## config.mk

```make
export PLATFORM = sky130hd
export DESIGN_NAME = pulse_energy_limiter
export DESIGN_NICKNAME = d
export VERILOG_FILES = /design/src/rtl/pel_pkg.sv /design/src/rtl/pel_scaler.sv /design/src/rtl/pel_accum.sv /design/src/rtl/pel_cooldown.sv /design/src/rtl/pulse_energy_limiter.sv
export SDC_FILE = /design/constraint.sdc
export NUM_CORES = 1
export LEC_CHECK = 0
export CAP_MARGIN = 20
export CORE_MARGIN = 2
export CORE_UTILIZATION = 35
export CTS_CLUSTER_DIAMETER = 80
export DETAILED_ROUTE_END_ITERATION = 10
export PLACE_DENSITY = 0.55
export SYNTH_ARGS = -nofsm -noshare
export SYNTH_HDL_FRONTEND = slang
export SYNTH_HIERARCHICAL = 1
export SYNTH_SLANG_ARGS = --single-unit
```

## constraint.sdc

```tcl
create_clock -name clk_i -period 5.7 [get_ports clk_i]
set_input_delay 1.425 -clock clk_i [delete_from_list [all_inputs] [get_ports clk_i]]
set_output_delay 1.425 -clock clk_i [all_outputs]
set_load 0.005 [all_outputs]
```

## src/rtl/pel_pkg.sv

```systemverilog
package pel_pkg;
  typedef enum logic [1:0] {OVR_X1 = 2'd0, OVR_X4 = 2'd1, OVR_X8 = 2'd2, OVR_X16 = 2'd3} ovr_e;

  function automatic int unsigned ovr_shift(input logic [1:0] sel);
    case (ovr_e'(sel))
      OVR_X1:  return 0;
      OVR_X4:  return 2;
      OVR_X8:  return 3;
      default: return 4;
    endcase
  endfunction
endpackage

```

## src/rtl/pel_scaler.sv

```systemverilog
module pel_scaler #(
  parameter int ADC_W = 8,
  parameter int ADD_W = ADC_W + 4
) (
  input  logic [ADC_W-1:0] code_i,
  input  logic [1:0]       sel_i,
  output logic [ADD_W-1:0] addend_o
);
  logic             full;
  logic [ADD_W-1:0] wide;

  assign full = &code_i;
  assign wide = {{(ADD_W-ADC_W){1'b0}}, code_i};

  always_comb begin
    if (full) addend_o = wide << pel_pkg::ovr_shift(sel_i);
    else      addend_o = wide;
  end
endmodule

```

## src/rtl/pel_accum.sv

```systemverilog
module pel_accum #(
  parameter int ACC_W  = 16,
  parameter int ADD_W  = 12,
  parameter int STEP_W = 4
) (
  input  logic              clk_i,
  input  logic              rst_ni,
  input  logic              add_en_i,
  input  logic [ADD_W-1:0]  addend_i,
  input  logic              decay_en_i,
  input  logic [STEP_W-1:0] step_i,
  input  logic [ACC_W-1:0]  thr_i,
  output logic              trip_o,
  output logic [ACC_W-1:0]  acc_o
);
  logic [ACC_W-1:0] acc_q;
  logic [ACC_W:0]   sum;
  logic [ACC_W-1:0] sum_sat;
  logic [ACC_W-1:0] step_ext;
  logic [ACC_W-1:0] decayed;

  assign sum      = {1'b0, acc_q} + {{(ACC_W+1-ADD_W){1'b0}}, addend_i};
  assign sum_sat  = sum[ACC_W] ? '1 : sum[ACC_W-1:0];
  assign step_ext = {{(ACC_W-STEP_W){1'b0}}, step_i};
  assign decayed  = (acc_q >= step_ext) ? acc_q - step_ext : '0;
  assign trip_o   = add_en_i && (sum_sat >= thr_i);

  always_ff @(posedge clk_i or negedge rst_ni) begin
    if (!rst_ni)         acc_q <= '0;
    else if (add_en_i)   acc_q <= trip_o ? '0 : sum_sat;
    else if (decay_en_i) acc_q <= decayed;
  end

  assign acc_o = acc_q;
endmodule

```

## src/rtl/pel_cooldown.sv

```systemverilog
module pel_cooldown #(
  parameter int SEC_W = 4
) (
  input  logic             clk_i,
  input  logic             rst_ni,
  input  logic             start_i,
  input  logic             sec_tick_i,
  input  logic [SEC_W-1:0] sec_i,
  output logic             active_o
);
  logic             active_q;
  logic [SEC_W-1:0] remain_q;

  always_ff @(posedge clk_i or negedge rst_ni) begin
    if (!rst_ni) begin
      active_q <= 1'b0;
      remain_q <= '0;
    end else if (start_i) begin
      active_q <= 1'b1;
      remain_q <= sec_i;
    end else if (active_q && sec_tick_i) begin
      if (remain_q <= SEC_W'(1)) begin
        active_q <= 1'b0;
        remain_q <= '0;
      end else begin
        remain_q <= remain_q - SEC_W'(1);
      end
    end
  end

  assign active_o = active_q;
endmodule

```

## src/rtl/pulse_energy_limiter.sv

```systemverilog
module pulse_energy_limiter #(
  parameter int ADC_W  = 8,
  parameter int ACC_W  = 16,
  parameter int STEP_W = 4,
  parameter int SEC_W  = 4
) (
  input  logic              clk_i,
  input  logic              rst_ni,
  input  logic              pulse_on_i,
  input  logic              sample_tick_i,
  input  logic              decay_tick_i,
  input  logic              sec_tick_i,
  input  logic [ADC_W-1:0]  adc_code_i,
  input  logic [ACC_W-1:0]  thr_i,
  input  logic [STEP_W-1:0] decay_step_i,
  input  logic [SEC_W-1:0]  cool_sec_i,
  input  logic [1:0]        ovr_scale_i,
  output logic [ACC_W-1:0]  energy_o,
  output logic              cooldown_o
);
  localparam int ADD_W = ADC_W + 4;

  logic [ADD_W-1:0] addend;
  logic             add_en;
  logic             decay_en;
  logic             trip;
  logic             cool_active;

  assign add_en   = pulse_on_i && sample_tick_i && !cool_active;
  assign decay_en = !pulse_on_i && decay_tick_i;

  pel_scaler #(.ADC_W(ADC_W), .ADD_W(ADD_W)) u_scaler (
    .code_i   (adc_code_i),
    .sel_i    (ovr_scale_i),
    .addend_o (addend)
  );

  pel_accum #(.ACC_W(ACC_W), .ADD_W(ADD_W), .STEP_W(STEP_W)) u_accum (
    .clk_i      (clk_i),
    .rst_ni     (rst_ni),
    .add_en_i   (add_en),
    .addend_i   (addend),
    .decay_en_i (decay_en),
    .step_i     (decay_step_i),
    .thr_i      (thr_i),
    .trip_o     (trip),
    .acc_o      (energy_o)
  );

  pel_cooldown #(.SEC_W(SEC_W)) u_cool (
    .clk_i      (clk_i),
    .rst_ni     (rst_ni),
    .start_i    (trip),
    .sec_tick_i (sec_tick_i),
    .sec_i      (cool_sec_i),
    .active_o   (cool_active)
  );

  assign cooldown_o = cool_active;
endmodule

```

# Word-level counts from Yosys, hierarchy flattened
# Index checks and enable logic that the tools add are counted.
dict set report classes {
  magnitude_cmp 3
  reduce_logical 13
  n_addsub 3
  n_shift 1
  n_eq_ne 2
  mux 14
}
# cell count
set op_table {}
lappend op_table {{two-way mux 16 bit} 5}
lappend op_table {{two-way mux 32 bit} 1}
lappend op_table {{left shift 8 x 32 -> 12 bit} 1}
lappend op_table {{adder 16 x 12 -> 17 bit} 1}
lappend op_table {{>= comparator 16 bit} 1}
lappend op_table {{>= comparator 16 x 4 -> 1 bit} 1}
lappend op_table {{subtractor 16 x 4 -> 16 bit} 1}
lappend op_table {{two-way mux 12 bit} 1}
lappend op_table {{two-way mux 4 bit} 3}
lappend op_table {{one-hot mux 3 bit (3 select lines)} 1}
lappend op_table {{AND reduction 8 bit} 1}
lappend op_table {{nonzero test 2 bit} 3}
lappend op_table {{logical AND 1 bit} 5}
lappend op_table {{less-or-equal comparator 4 x 1 -> 1 bit, second input constant} 1}
lappend op_table {{subtractor 4 x 1 -> 4 bit, second input constant} 1}
lappend op_table {{two-way mux 1 bit} 3}
lappend op_table {{== test 2 x 1 -> 1 bit, second input constant} 1}
lappend op_table {{== test 2 bit, second input constant} 1}
lappend op_table {{zero test 1 bit} 2}
lappend op_table {{zero test 2 bit} 1}
lappend op_table {{AND reduction 2 bit} 1}
dict set report totals {
  in_bits 40
  register_bits 21
}

# Depth between registers and ports, before layout
dict set report logic_depth {
  word_depth 11
  ltp_mapped 25
  ltp_nobuf 23
}

# Cells and area by module
# Netlist, hierarchy kept.
# mod cells_each area_per_inst_um2 instances
set by_module_without_submodules {}
lappend by_module_without_submodules {pel_accum 287 2250.9 1}
lappend by_module_without_submodules {pel_cooldown 37 325.3 1}
lappend by_module_without_submodules {pel_scaler 41 279.0 1}
lappend by_module_without_submodules {pulse_energy_limiter 2 15.0 1}

# Worst setup path after synthesis
# No wires, ideal clock.
dict set report synth_path {
  path_type {input port to flip-flop}
  start {input port ovr_scale_i[0]}
  end {register u_cool.remain_q[3]}
  stages 21
  slack_ps -127
  t_arrival_ps 5747
  n_path_buf 2
  t_required_ps 5620
  setup_ps 80
  cell_sequence {inv_1 ha_1 mux2_2 a21oi_1 a31oi_1 ha_1 clkbuf_1 nand2_1 a211oi_1 o21ai_1 a21oi_1 nor2_1 ha_1 nand2b_1 a2111oi_0 o21ai_0 o2111ai_1 a21oi_1 clkbuf_2 or4_1 o211ai_2}
}
dict set report synth_via {
  elab_chain_len 10
  elab_cells_between_ends 13
}
# item line_no
set synth_lines {}
lappend synth_lines {{start: declaration} pulse_energy_limiter.sv:17} ;# input logic [1:0] ovr_scale_i,
lappend synth_lines {{== test 2 bit, or another cell as far along} pel_pkg.sv:5} ;# case (ovr_e'(sel))
lappend synth_lines {{one-hot mux 3 bit (3 select lines) (*)} pel_pkg.sv:5}
lappend synth_lines {{two-way mux 32 bit (*)} pel_scaler.sv:16} ;# if (full) addend_o = wide << pel_pkg::ovr_shift(sel_i);
lappend synth_lines {{left shift 8 x 32 -> 12 bit (*)} pel_scaler.sv:16}
lappend synth_lines {{two-way mux 12 bit (*)} pel_scaler.sv:16}
lappend synth_lines {{named net addend[6]} pulse_energy_limiter.sv:23} ;# logic [ADD_W-1:0] addend;
lappend synth_lines {{adder 16 x 12 -> 17 bit (*)} pel_accum.sv:22} ;# assign sum = {1'b0, acc_q} + {{(ACC_W+1-ADD_W){1'b0}}, addend_i};
lappend synth_lines {{two-way mux 16 bit (*)} pel_accum.sv:23} ;# assign sum_sat = sum[ACC_W] ? '1 : sum[ACC_W-1:0];
lappend synth_lines {{>= comparator 16 bit (*)} pel_accum.sv:26} ;# assign trip_o = add_en_i && (sum_sat >= thr_i);
lappend synth_lines {{logical AND 1 bit (*)} pel_accum.sv:26}
lappend synth_lines {{named net trip} pulse_energy_limiter.sv:26} ;# logic trip;
lappend synth_lines {{two-way mux 4 bit / nonzero test 2 bit (equally long branches)} -}
lappend synth_lines {{end signal: assignment} pel_cooldown.sv:20} ;# remain_q <= sec_i;
lappend synth_lines {{end signal: assignment} pel_cooldown.sv:26} ;# remain_q <= remain_q - SEC_W'(1);
lappend synth_lines {{end: declaration} pel_cooldown.sv:12} ;# logic [SEC_W-1:0] remain_q;
# The timed path passes the listed nets; every way through them passes the cells marked *. The select of a mux whose other input is x is not followed.
# A chain may end at the register's enable or synchronous reset.

# Worst setup path after layout
# Same ends and word-level chain as after synthesis.

==> impl_metrics.csv <==
group,metric,value,unit
logic_synthesis,synth_common_cells,"inv_1, ha_1, nand2_1, a21oi_1, dfrtp_1",
routing,dr.pass1.iters,4,
setup_path,critPathLaunch,"ovr_scale_i[0]",
layout,diodes,0,
logic_synthesis,synth-edff-count,0,
floorplan,start_util,35.5,%
floorplan,rows,33,
power,power_per_cell_area,432,nW/um^2
routing,wl,9710,um
sta,period_needed,5.52,ns
power,p_sw_share,45.0,%
global_routing,grt_pass1_vias,3161,
setup_path,cp_max_fo,3,
sta,worstMarginPinSlew,1.03,ns
layout,drive_above_1_share,31.8,%
power,power_frac_comb,77.5,%
logic_synthesis,yosysTopAreaCell,"dfrtp_1",
clock_tree,clk_latency,0.26,ns
sta,max_slew_margin,30.9,%
min_path,whs_path_depth,2,
sta,finalCritPeriodShare,96.9,%
floorplan,die_h,94.6,um
global_routing,antenna_found_initial,0,
placement,dp_cells,583,
setup_path,endpoint_kind,"register",
layout,finalNonFillerCells,608,
power,leakage,2.11,nW
setup_path,r2r_end,"u_cool/remain_q[3]",
logic_synthesis,synth_cells,367,
floorplan,coreArea,8090,um^2
placement,routabilityCongestion,0.962,
sta,drv_slew,0,
sta,skew,0.00260,ns
logic_synthesis,synthMostInstantiatedCell,"inv_1",
routing,wl_per_cell,16.0,um
setup_path,critPathRequiredTime,5.89,ns
logic_synthesis,async_reset_ff_share,100,%
routing,drcViolationCount,0,
clock_tree,clkTransAtPathRegs,0.08,ns
clock_tree,root_buffer,"clkbuf_8",
layout,design_area,4530,um^2
global_routing,grt.total_usage,21.2,%
run_status,status,"finished, final reports clean",
clock_tree,cts_tree,"done",
floorplan,num_io_pins,57,
global_routing,grt_pass1_wl,15100,um
routing,ant_nets,0,
power,pwr-share-seq,17.4,%
logic_synthesis,synth_warnings,6,
setup_path,start_kind,"primary input",
layout,final_nets,583,
setup_path,ff2ff_setup_slack,1.72,ns
logic_synthesis,syn_area,2870,um^2
job,max_cap_viol_count,0,
logic_synthesis,ys_ff_latch,21,
setup_path,regToRegStartpoint,"u_accum/acc_o[0]",
clock_tree,cts.sinks,21,
setup_path,reg2regPathDepth,17,
min_path,hold_path_class,"register to register",
clock_tree,hold_buffers,0,
logic_synthesis,synth_flop_cell,"dfrtp_1",
placement,hpwl,7420,um
setup_path,endpoint,"u_cool/remain_q[3]",
clock_tree,clock_path_buffers,2,
sta,whs,0.610,ns
power,p_int,1.08,mW
floorplan,fp.dieW,94.6,um
logic_synthesis,netlist.area_leader.share,18.3,%
layout,area_growth,57.7,%
routing,dr_total_vias,3303,
floorplan,dieArea,8940,um^2
placement,io_buffers,56,
logic_synthesis,synth_cell_type_count,70,
placement,dp_slack,-0.754,ns
power,peakVddDrop,0.000198,V
setup_path,crit_arrival,5.71,ns
setup_path,setup.worst_path.class,"primary input to register",
logic_synthesis,syn_area_per_cell,7.82,um^2
routing,drt_iter0_markers,203,
sta,hold_violations,0,
clock_tree,cts_buffers,3,
power,p_sw,882,uW
sta,fin_ws,0.177,ns
global_routing,globalRoute.totalOverflow,0,
sta,finalSetupViolCount,0,
sta,fmaxAchievable,0.181,GHz
clock_tree,htree_levels,1,
routing,viasPerCell,5.43,
placement,placed_area,4020,um^2
logic_synthesis,yosysSeqAreaShare,18.3,%
logic_synthesis,syn_nets,446,
power,pwr-share-clk,5.1,%
global_routing,grt_start_max_net_pins,22,
logic_synthesis,yosys-top-cells-area,"dfrtp_1, ha_1, inv_1, a21oi_1, nand2_1",
-- layer usage --
layer / vias up / GRT usage (%) / share of wire (%)
li1: 1637 / - / -
met1: 1550 / 29.4 / 47
met2: 104 / 36.5 / 48
met3: 12 / 1.44 / 4.0
met4: 0 / 3.86 / 1.2
met5: - / 0 / 0
-- timing repair --
item / 4_1_cts / 5_1_grt
pin swaps: 25 / 25
resized for setup: 46 / 30
gates cloned: 0 / 1
setup endpoints to repair: 21 / 21
buffers inserted: 11 / 8
-- cell type report --
type | count | area [um^2]
clock buffer | 4 | 45.0
fill | 768 | 3570
inverter | 41 | 154
multi-input combinational | 293 | 2420
sequential | 21 | 526
tap | 105 | 131
timing repair buffer | 144 | 1250
-- worst min-delay path by stage --
stage | end | from
global route | u_cool/remain_q[3] | u_cool/remain_q[3]
finish | u_cool/remain_q[2] | u_cool/remain_q[2]
global placement | u_cool/remain_q[2] | u_cool/remain_q[2]
CTS | u_cool/remain_q[2] | u_cool/remain_q[2]
detailed placement | u_cool/remain_q[2] | u_cool/remain_q[2]
floorplan | u_accum/acc_o[0] | u_accum/acc_o[0]
-- critical path, cell delays in order --
cell      delay, ns
clkbuf_2       0.09
inv_2          0.05
ha_4           0.28
mux2_2         0.34
a221oi_2       0.26
nor2_1         0.10
ha_2           0.19
a21o_1         0.16
a21oi_1        0.18
o21ai_2        0.10
o21ai_2        0.20
buf_6          0.15
nand2_2        0.07
a31o_2         0.25
and2_1         0.17
ha_1           0.28
and3_1         0.16
a221o_1        0.31
a21oi_2        0.17
a21oi_2        0.10
or4_4          0.52
o211ai_2       0.16
-- layout by cell type (no fill, tap or decap), types with 4 or more instances in the layout --
| cell | synthesis | layout |
|---|---|---|
| o21ai_1 | 2 | 6 |
| buf_4 | 0 | 85 |
| dlymetal6s2s_1 | 0 | 8 |
| nand3_1 | 13 | 10 |
| nand4_1 | 4 | 4 |
| ha_4 | 0 | 4 |
| and3_1 | 5 | 5 |
| a21oi_2 | 0 | 7 |
| o311ai_0 | 5 | 4 |
| nor2b_1 | 9 | 9 |
| a31oi_1 | 7 | 5 |
| clkdlybuf4s50_1 | 0 | 46 |
| or2_2 | 4 | 4 |
| a21o_1 | 10 | 9 |
| nand2b_1 | 6 | 4 |
| o211ai_1 | 4 | 4 |
| ha_1 | 37 | 30 |
| inv_1 | 41 | 38 |
| xor2_1 | 6 | 6 |
| nand2_1 | 31 | 29 |
| dfrtp_1 | 21 | 21 |
| a221o_1 | 5 | 5 |
| nor2_1 | 19 | 18 |
| a21oi_1 | 27 | 18 |
| o21ai_0 | 17 | 10 |
-- power by group through the flow --
| stage | Clock (mW) | Sequential [mW] | Combinational [mW] |
|---|---|---|---|
| finish | 0.0997 | 0.340 | 1.52 |
| detailed placement | 0 | 0.341 | 1.31 |
| floorplan | 0 | 0.307 | 0.722 |
| CTS | 0.102 | 0.340 | 1.44 |
| global route | 0.109 | 0.354 | 1.67 |
| global placement | 0 | 0.342 | 1.30 |
-- logic make-up (layout without fill, tap and decap cells) --
| group | after synthesis | count (layout) | share of synthesized area (%) |
|---|---|---|---|
| fa+ha+maj | 39 | 39 | 17.5 |
| flops | 21 | 21 | 18.3 |
| simple gates | 119 | 119 | 22.5 |
| buf+inv | 54 | 189 | 7.72 |
| compound gates | 119 | 120 | 29.0 |
| xor+xnor | 10 | 10 | 3.05 |
| mux | 5 | 5 | 1.87 |
-- sequential cells by signal (all words and copies together) (netlist names) --
register and flops:
u_accum/acc_o 16, u_cool/active_o 1, u_cool/remain_q 4
-- metrics by stage --
| stage | TNS [ns] | power [mW] | utilization, % |
|---|---|---|---|
| 2_1_floorplan | 0 | 1.03 | - |
| 3_3_place_gp | -12.24 | 1.64 | 49.7 |
| 3_5_place_dp | -12.13 | 1.65 | 49.7 |
| 4_1_cts | 0 | 1.88 | 53.6 |
| 5_1_grt | -0.0180 | 2.13 | 55.9 |
| 6_report | 0 | 1.96 | 55.9 |
Note: power is estimated with default switching activity, not from simulation.
